### config.mk
export PLATFORM = sky130hd
export DESIGN_NAME = acc_cpu
export DESIGN_NICKNAME = d
export VERILOG_FILES = /design/src/rtl/acc_cpu_pkg.sv /design/src/rtl/acc_cpu_alu.sv /design/src/rtl/acc_cpu_ctrl.sv /design/src/rtl/acc_cpu_dp.sv /design/src/rtl/acc_cpu.sv
export SDC_FILE = /design/constraint.sdc
export NUM_CORES = 1
export LEC_CHECK = 0
export ABC_AREA = 1
export BUFFER_PORTS_ARGS = -buffer_cell sky130_fd_sc_hd__buf_2
export CAP_MARGIN = 20
export CORE_MARGIN = 1
export CORE_UTILIZATION = 35
export DETAILED_ROUTE_END_ITERATION = 8
export HOLD_SLACK_MARGIN = 0.1
export REMOVE_ABC_BUFFERS = 1
export SYNTH_ARGS = -nofsm -noshare
export SYNTH_HDL_FRONTEND = slang
export SYNTH_SLANG_ARGS = --single-unit
### constraint.sdc
create_clock -name clk -period 3.6 [get_ports clk]
set_input_delay 0 -clock clk [delete_from_list [all_inputs] [get_ports clk]]
set_output_delay 0 -clock clk [all_outputs]
set_load 0.05 [all_outputs]
### src/rtl/acc_cpu_pkg.sv
// Package acc_cpu_pkg
// Shared opcodes, sequencer states, condition flags and the control word.
// Assumes a 4-bit opcode field; the core widths are parameters of the modules.
package acc_cpu_pkg;

    localparam logic [3:0] OP_LOAD  = 4'b0001;
    localparam logic [3:0] OP_STORE = 4'b0010;
    localparam logic [3:0] OP_ADD   = 4'b0011;
    localparam logic [3:0] OP_JMP   = 4'b0100;
    localparam logic [3:0] OP_HALT  = 4'b1111;

    // One state per register transfer.
    typedef enum logic [3:0] {
        S_F_ADDR   = 4'd0,   // PC -> MAR
        S_F_READ   = 4'd1,   // read strobe at MAR
        S_F_LATCH  = 4'd2,   // read data -> MBR
        S_F_CIR    = 4'd3,   // MBR -> instruction register
        S_F_INC    = 4'd4,   // PC + 1
        S_DECODE   = 4'd5,   // opcode and mode select the path
        S_O_ADDR   = 4'd6,   // operand address -> MAR
        S_O_READ   = 4'd7,   // read strobe at MAR
        S_O_LATCH  = 4'd8,   // read data -> MBR
        S_EXEC     = 4'd9,   // accumulator or PC update
        S_ST_SETUP = 4'd10,  // operand -> MAR, accumulator -> MBR
        S_ST_WRITE = 4'd11,  // write strobe
        S_HALT     = 4'd12   // parked until reset
    } seq_state_t;

    // Condition flags; zero is the MSB so the packed value reads {Z,C,V,N}.
    typedef struct packed {
        logic zero;
        logic carry;
        logic ovf;
        logic neg;
    } cond_t;

    // Control word from the sequencer to the datapath.
    typedef struct packed {
        logic mar_pc;
        logic mar_opr;
        logic mbr_mem;
        logic mbr_acc;
        logic cir_ld;
        logic pc_inc;
        logic pc_jmp;
        logic acc_ld;
        logic acc_add;
        logic mem_rd;
        logic mem_wr;
    } ctl_t;

endpackage

### src/rtl/acc_cpu_alu.sv
// Module acc_cpu_alu
// Combinational adder that produces the sum and the four condition flags.
// Assumes two's complement operands of DATA_W bits.
module acc_cpu_alu
    import acc_cpu_pkg::*;
#(
    parameter int DATA_W = 16
) (
    input  logic [DATA_W-1:0] a_in,
    input  logic [DATA_W-1:0] b_in,
    output logic [DATA_W-1:0] sum_out,
    output cond_t             cond_out
);

    localparam int MSB = DATA_W - 1;

    logic [DATA_W:0] wide_sum;

    // Add with one extra bit to keep the carry out.
    always_comb begin
        wide_sum = {1'b0, a_in} + {1'b0, b_in};
    end

    // Derive the result and the flags from the wide sum.
    always_comb begin
        sum_out        = wide_sum[MSB:0];
        cond_out.zero  = (wide_sum[MSB:0] == '0);
        cond_out.carry = wide_sum[DATA_W];
        cond_out.ovf   = (a_in[MSB] == b_in[MSB]) && (wide_sum[MSB] != a_in[MSB]);
        cond_out.neg   = wide_sum[MSB];
    end

endmodule

### src/rtl/acc_cpu_ctrl.sv
// Module acc_cpu_ctrl
// Fetch, decode and execute sequencer. It issues one register transfer per
// clock through the control word. Assumes the opcode and mode bit come from
// the instruction register and stay stable from decode until execute ends.
module acc_cpu_ctrl
    import acc_cpu_pkg::*;
#(
    parameter int OPC_W = 4
) (
    input  logic             clk,
    input  logic             rst_n,
    input  logic [OPC_W-1:0] opcode,
    input  logic             imm_mode,
    output ctl_t             ctl,
    output logic             halted
);

    seq_state_t state;
    seq_state_t state_nxt;

    // State register with synchronous active-low reset.
    always_ff @(posedge clk) begin
        if (!rst_n) state <= S_F_ADDR;
        else        state <= state_nxt;
    end

    // Next-state selection.
    always_comb begin
        state_nxt = state;
        case (state)
            S_F_ADDR:   state_nxt = S_F_READ;
            S_F_READ:   state_nxt = S_F_LATCH;
            S_F_LATCH:  state_nxt = S_F_CIR;
            S_F_CIR:    state_nxt = S_F_INC;
            S_F_INC:    state_nxt = S_DECODE;
            S_DECODE: begin
                case (opcode)
                    OP_LOAD, OP_ADD: state_nxt = imm_mode ? S_EXEC : S_O_ADDR;
                    OP_STORE:        state_nxt = imm_mode ? S_F_ADDR : S_ST_SETUP;
                    OP_JMP:          state_nxt = S_EXEC;
                    OP_HALT:         state_nxt = S_HALT;
                    default:         state_nxt = S_F_ADDR;
                endcase
            end
            S_O_ADDR:   state_nxt = S_O_READ;
            S_O_READ:   state_nxt = S_O_LATCH;
            S_O_LATCH:  state_nxt = S_EXEC;
            S_EXEC:     state_nxt = S_F_ADDR;
            S_ST_SETUP: state_nxt = S_ST_WRITE;
            S_ST_WRITE: state_nxt = S_F_ADDR;
            S_HALT:     state_nxt = S_HALT;
            default:    state_nxt = S_F_ADDR;
        endcase
    end

    // Control word for the current state.
    always_comb begin
        ctl = '0;
        case (state)
            S_F_ADDR:   ctl.mar_pc  = 1'b1;
            S_F_READ:   ctl.mem_rd  = 1'b1;
            S_F_LATCH:  ctl.mbr_mem = 1'b1;
            S_F_CIR:    ctl.cir_ld  = 1'b1;
            S_F_INC:    ctl.pc_inc  = 1'b1;
            S_O_ADDR:   ctl.mar_opr = 1'b1;
            S_O_READ:   ctl.mem_rd  = 1'b1;
            S_O_LATCH:  ctl.mbr_mem = 1'b1;
            S_EXEC: begin
                case (opcode)
                    OP_LOAD: ctl.acc_ld  = 1'b1;
                    OP_ADD:  ctl.acc_add = 1'b1;
                    OP_JMP:  ctl.pc_jmp  = 1'b1;
                    default: ctl = '0;
                endcase
            end
            S_ST_SETUP: begin
                ctl.mar_opr = 1'b1;
                ctl.mbr_acc = 1'b1;
            end
            S_ST_WRITE: ctl.mem_wr  = 1'b1;
            default:    ctl = '0;
        endcase
    end

    // Idle indication once a halt has been decoded.
    always_comb begin
        halted = (state == S_HALT);
    end

    // a parked sequencer stays parked.
    assert_halt_sticky_R12: assert property (@(posedge clk) disable iff (!rst_n)
        (state == S_HALT) |=> (state == S_HALT));

    // no strobes while parked.
    assert_halt_quiet_R12: assert property (@(posedge clk) disable iff (!rst_n)
        halted |-> !(ctl.mem_rd || ctl.mem_wr));

    // the write strobe follows a store setup step by one clock.
    assert_store_order_R8: assert property (@(posedge clk) disable iff (!rst_n)
        ctl.mem_wr |-> $past(ctl.mar_opr && ctl.mbr_acc));

    // an operand read follows loading MAR with the operand.
    assert_opr_order_R5: assert property (@(posedge clk) disable iff (!rst_n)
        (state == S_O_READ) |-> $past(ctl.mar_opr));

endmodule

### src/rtl/acc_cpu_dp.sv
// Module acc_cpu_dp
// Register file of the core: PC, MAR, MBR, instruction register,
// accumulator and flags, each loaded by its own enable from the control word.
// Assumes memory read data is valid in the clock after the read strobe.
module acc_cpu_dp
    import acc_cpu_pkg::*;
#(
    parameter int OPC_W  = 4,
    parameter int ADDR_W = 11,
    localparam int DATA_W = OPC_W + 1 + ADDR_W
) (
    input  logic              clk,
    input  logic              rst_n,
    input  ctl_t              ctl,
    input  logic [DATA_W-1:0] mem_rdata,
    output logic [ADDR_W-1:0] mem_addr,
    output logic [DATA_W-1:0] mem_wdata,
    output logic [OPC_W-1:0]  opcode,
    output logic              imm_mode,
    output logic [DATA_W-1:0] acc_out,
    output cond_t             cond_out,
    output logic [ADDR_W-1:0] pc_out
);

    localparam int EXT_W = DATA_W - ADDR_W;

    logic [ADDR_W-1:0] pc;
    logic [ADDR_W-1:0] mar;
    logic [DATA_W-1:0] mbr;
    logic [DATA_W-1:0] cir;
    logic [DATA_W-1:0] acc;
    cond_t             flags;

    logic [ADDR_W-1:0] opr;
    logic [DATA_W-1:0] opr_data;
    logic [DATA_W-1:0] sum;
    cond_t             sum_cond;

    // Split the instruction register into its fields.
    always_comb begin
        opcode   = cir[DATA_W-1 -: OPC_W];
        imm_mode = cir[ADDR_W];
        opr      = cir[ADDR_W-1:0];
    end

    // The operand is the zero-extended field or the buffer register.
    always_comb begin
        opr_data = imm_mode ? {{EXT_W{1'b0}}, opr} : mbr;
    end

    acc_cpu_alu #(
        .DATA_W (DATA_W)
    ) u_alu (
        .a_in     (acc),
        .b_in     (opr_data),
        .sum_out  (sum),
        .cond_out (sum_cond)
    );

    // Program counter: increment in fetch, overwrite on a jump.
    always_ff @(posedge clk) begin
        if (!rst_n)          pc <= '0;
        else if (ctl.pc_inc) pc <= pc + 1'b1;
        else if (ctl.pc_jmp) pc <= opr;
    end

    // Memory address register: from PC in fetch, from the operand otherwise.
    always_ff @(posedge clk) begin
        if (!rst_n)           mar <= '0;
        else if (ctl.mar_pc)  mar <= pc;
        else if (ctl.mar_opr) mar <= opr;
    end

    // Memory buffer register: from read data or from the accumulator.
    always_ff @(posedge clk) begin
        if (!rst_n)           mbr <= '0;
        else if (ctl.mbr_mem) mbr <= mem_rdata;
        else if (ctl.mbr_acc) mbr <= acc;
    end

    // Instruction register: loaded from MBR in fetch.
    always_ff @(posedge clk) begin
        if (!rst_n)          cir <= '0;
        else if (ctl.cir_ld) cir <= mbr;
    end

    // Accumulator: load copies the operand, add writes the sum.
    always_ff @(posedge clk) begin
        if (!rst_n)           acc <= '0;
        else if (ctl.acc_ld)  acc <= opr_data;
        else if (ctl.acc_add) acc <= sum;
    end

    // Flags: only an add updates them.
    always_ff @(posedge clk) begin
        if (!rst_n)           flags <= '0;
        else if (ctl.acc_add) flags <= sum_cond;
    end

    // Memory and observation outputs come straight from registers.
    always_comb begin
        mem_addr  = mar;
        mem_wdata = mbr;
        acc_out   = acc;
        cond_out  = flags;
        pc_out    = pc;
    end

    // the increment step adds exactly one.
    assert_pc_inc_R2: assert property (@(posedge clk) disable iff (!rst_n)
        ctl.pc_inc |=> (pc == $past(pc) + 1'b1));

    // PC moves only in the increment step or on a jump.
    assert_pc_hold_R2: assert property (@(posedge clk) disable iff (!rst_n)
        !(ctl.pc_inc || ctl.pc_jmp) |=> $stable(pc));

    // an instruction read addresses the PC that was copied into MAR.
    assert_fetch_addr_R2: assert property (@(posedge clk) disable iff (!rst_n)
        (ctl.mem_rd && $past(ctl.mar_pc)) |-> (mem_addr == $past(pc)));

    // an operand read addresses the operand field.
    assert_opr_addr_R5: assert property (@(posedge clk) disable iff (!rst_n)
        (ctl.mem_rd && $past(ctl.mar_opr)) |-> (mem_addr == opr));

    // flags hold unless an add executed.
    assert_flags_hold_R7: assert property (@(posedge clk) disable iff (!rst_n)
        !ctl.acc_add |=> $stable(flags));

    // a write presents the accumulator at the operand address.
    assert_store_bus_R8: assert property (@(posedge clk) disable iff (!rst_n)
        ctl.mem_wr |-> (mem_wdata == acc && mem_addr == opr));

    // one strobe at a time.
    assert_strobe_excl_R13: assert property (@(posedge clk) disable iff (!rst_n)
        !(ctl.mem_rd && ctl.mem_wr));

endmodule

### src/rtl/acc_cpu.sv
// Module acc_cpu
// Top of the multi-cycle accumulator core: sequencer plus datapath.
// Assumes a single-port synchronous memory whose read data follows the read
// strobe by one clock. The instruction word is OPC_W + 1 + ADDR_W bits wide.
module acc_cpu
    import acc_cpu_pkg::*;
#(
    parameter int OPC_W  = 4,
    parameter int ADDR_W = 11,
    localparam int DATA_W = OPC_W + 1 + ADDR_W,
    localparam int COND_W = $bits(cond_t)
) (
    input  logic              clk,
    input  logic              rst_n,
    output logic [ADDR_W-1:0] mem_addr,
    output logic              mem_rd,
    output logic              mem_wr,
    output logic [DATA_W-1:0] mem_wdata,
    input  logic [DATA_W-1:0] mem_rdata,
    output logic [DATA_W-1:0] acc_out,
    output logic [COND_W-1:0] flags_out,
    output logic [ADDR_W-1:0] pc_out,
    output logic              halted
);

    ctl_t             ctl;
    logic [OPC_W-1:0] opcode;
    logic             imm_mode;
    cond_t            cond;

    acc_cpu_ctrl #(
        .OPC_W (OPC_W)
    ) u_ctrl (
        .clk      (clk),
        .rst_n    (rst_n),
        .opcode   (opcode),
        .imm_mode (imm_mode),
        .ctl      (ctl),
        .halted   (halted)
    );

    acc_cpu_dp #(
        .OPC_W  (OPC_W),
        .ADDR_W (ADDR_W)
    ) u_dp (
        .clk       (clk),
        .rst_n     (rst_n),
        .ctl       (ctl),
        .mem_rdata (mem_rdata),
        .mem_addr  (mem_addr),
        .mem_wdata (mem_wdata),
        .opcode    (opcode),
        .imm_mode  (imm_mode),
        .acc_out   (acc_out),
        .cond_out  (cond),
        .pc_out    (pc_out)
    );

    // Strobes and flags reach the ports without extra logic.
    always_comb begin
        mem_rd    = ctl.mem_rd;
        mem_wr    = ctl.mem_wr;
        flags_out = cond;
    end

    // no strobe while reset is held.
    assert_reset_quiet_R1: assert property (@(posedge clk)
        $past(!rst_n) |-> !(mem_rd || mem_wr));

endmodule

==> flow_summary.ini <==
[status]
status = complete, no violations

[finish]
layout.nets = 848
fillerInstances = 1418
utilization_pct = 43.18
syn2layout_area_growth_pct = 20.90
drive_above_1_share_pct = 14.09
diodes = 0

[pwr]
power_frac_comb_pct = 15.5
switching_share_pct = 29.56
switchingPower_w = 0.0006264
peakVddDrop_mv = 0.2763
internal-power_w = 0.001493
pwr-share-clk_pct = 40.7
power_frac_seq_pct = 43.8
p_leak_nw = 2.772
power_per_cell_area_nw_per_um2 = 372.1

[floorplan]
pin_count = 79
rows = 42
die_area_um2 = 13930
die_x_um = 118.0
die-height_um = 118.0
fp.coreArea_um2 = 13190
initial_core_util_pct = 35.71

[yosys]
synthDistinctLibCells = 37
async_reset_ff_share_pct = 0
synth-edff-count = 0
synthesis.area_um2 = 4711
syn_inst = 725
synthTopCellsByArea = dfxtp_1 (33%), nand2_1 (15%), inv_1 (8.7%)
synth_most_common_cell = nand2_1
yosys-top-cells-count = nand2_1 (191), inv_1 (109), dfxtp_1 (78)
syn_area_per_cell_um2 = 6.498
synth_top_area_cell = dfxtp_1
netlist.area_leader.share_pct = 33.15
synthFlopType = dfxtp_1
ys_seq_elements = 78
ys_warn_count = 0
seq_area_frac_synth_pct = 33.15

[sta]
post-route-period-util_pct = 77.98
fmax_ghz = 0.3562
fin_tns_setup_ns = 0
rsz0062_at_grt = no
min_period_ns = 2.807
maxSlewHeadroom_pct = 50.43
skew_ns = 0.005067
report.final.slew_viol_count = 0
tightest_slew_ns = 0.7427
setup_viol = 0
finalHoldViolCount = 0
layout_setup_ws_ns = 0.7927

[worst_setup_path]
critPathLaunchType = flip-flop
rr_startpoint = u_dp.cir[11]
crit_type = flip-flop to flip-flop
reg2regPathDepth = 17
r2r_end = u_dp.cond_out[3]
arrival_ns = 3.08
critPathCaptureType = flip-flop
rrSetupSlack_ns = 0.79
cp.required_ns = 3.88
cp_max_fo = 15

[clock_network]
cts_max_level = 3
clockBufferDepth = 2
cts_buffers = 9
clock_latency_ns = 0.34
tritoncts = done
cts_resized = 0
cts_num_sinks = 78
cts-root-buf = clkbuf_16
clk_pin_slew_ns = 0.06

[global_routing]
grt_max_degree = 54
grt_pass1_wl_mm = 23.03
overflow = 0
track_usage_pct = 20.78
first_global_vias = 4574
antenna_found_initial = 0

[hold_path]
min_from = rst_n
hold_depth = 4
whs_endpoint = u_dp.mem_wdata[6]
hold_path_class = primary input to flip-flop

[placed_design]
place_congestion = 0.8901
dp.final_hpwl_mm = 10.19
io_buffers = 78
dp_slack_ns = 0.8543

[drt]
vias = 4902
drc = 0
routed_wl_mm = 13.81
first_pass_iters = 5
drtIter0Drc = 383
wl_per_cell_um = 13.92
antenna_left = 0
via_per_inst = 4.942

[flow_run]
maxCapViolCount = 0
timing repair:
action                                 in CTS  in global routing
hold buffers                               16                  0
endpoints found under the hold margin      16                  0
setup buffers                               0                  0
cell families after synthesis:
logic type / count (synthesis) / synth area share [%]
simple gates: 314 / 28.82
compound gates: 170 / 20.45
buf+inv: 140 / 11.71
flops: 78 / 33.15
fa+ha+maj: 18 / 4.940
xor+xnor: 5 / 0.9298
how the worst max path moves through the flow:
stage	from	slack, ns	endpoint
floorplan	u_dp.mem_wdata[0]	0.99	u_dp.cond_out[3]
global placement	u_dp.cir[11]	0.90	u_dp.cond_out[3]
detailed placement	u_dp.cir[11]	0.85	u_dp.cond_out[3]
CTS	u_dp.cir[11]	0.82	u_dp.cond_out[3]
global route	u_dp.cir[11]	0.50	u_dp.cond_out[3]
finish	u_dp.cir[11]	0.79	u_dp.cond_out[3]
per-layer routing:
| metal | up-vias | global-route usage, % | share of wire (%) |
|---|---|---|---|
| li1 | 2557 | - | - |
| met1 | 2214 | 28.33 | 49 |
| met4 | 0 | 4.888 | 1.2 |
| met5 | - | 0 | 0 |
| met3 | 14 | 5.136 | 5.7 |
| met2 | 117 | 32.76 | 44 |
power by group through the flow:
stage               clock network [W]  logic (W)  registers (W)
floorplan                           0   0.000136        0.00102
global placement                    0   0.000315       0.000947
detailed placement                  0   0.000315       0.000947
CTS                          0.000887   0.000329       0.000928
global route                 0.000920   0.000361       0.000934
finish                       0.000863   0.000329       0.000928
placed cells by master, fill, tap and decap left out, types with 2 or more instances in the layout:
cell / count
nor2_1: 46
clkbuf_8: 2
or2_2: 3
nand2_1: 191
xor2_1: 3
inv_2: 4
nand3b_1: 6
a21oi_1: 47
dlygate4sd3_1: 16
buf_4: 8
nor3_1: 9
o21ai_0: 69
nor4_1: 2
clkinv_2: 2
nand3_1: 38
a31oi_1: 20
xnor2_1: 2
inv_1: 109
clkbuf_16: 9
nor2_4: 3
dfxtp_1: 78
a22oi_1: 29
ha_1: 17
or2_0: 2
nor2_2: 2
nand4_1: 7
buf_2: 78
o211ai_1: 2
state kept, by name, indices dropped and copies added (netlist names):
signal,count
u_dp.cir,16
u_dp.mem_addr,11
u_dp.mem_wdata,16
u_dp.pc_out,11
u_ctrl.state,4
u_dp.acc_out,16
u_dp.cond_out,4
stage by stage:
stage	power (W)	std cells	hold slack (ns)	cell area [µm²]
final	0.002119	992	0.2396	5695
after global routing	0.002215	992	0.2795	5695
after CTS	0.002144	992	0.2438	5695
after detailed placement	0.001262	961	0.3075	5260
after global placement	0.001262	961	0.3115	5260
after floorplan	0.001160	699	0.09763	4587
cell type report:
class | count | area [µm²] | share of cell area [%]
sequential | 78 | 1562 | 27.42
tap | 176 | 220.2 | 3.866
inverter | 114 | 427.9 | 7.513
clock buffer | 12 | 256.5 | 4.504
timing repair buffer | 102 | 610.6 | 10.72
clock inverter | 3 | 18.77 | 0.3295
multi-input combinational | 507 | 2600 | 45.65
worst max-delay path: stages, from the launching register on:
cell and delay [ns]:
dfxtp_1 0.66, nand2_1 0.09, o21ai_0 0.12, ha_1 0.27, inv_1 0.07, fa_1 0.39
nand3b_1 0.17, nand2_1 0.15, nand2_1 0.09, nand2_1 0.11, nand2_1 0.08, nand2_1 0.06
nand2_1 0.09, nand2_1 0.07, nand2_1 0.05, nor2_1 0.09, nand3_1 0.08, a21oi_1 0.12
Note: power is estimated with default switching activity, not from simulation.
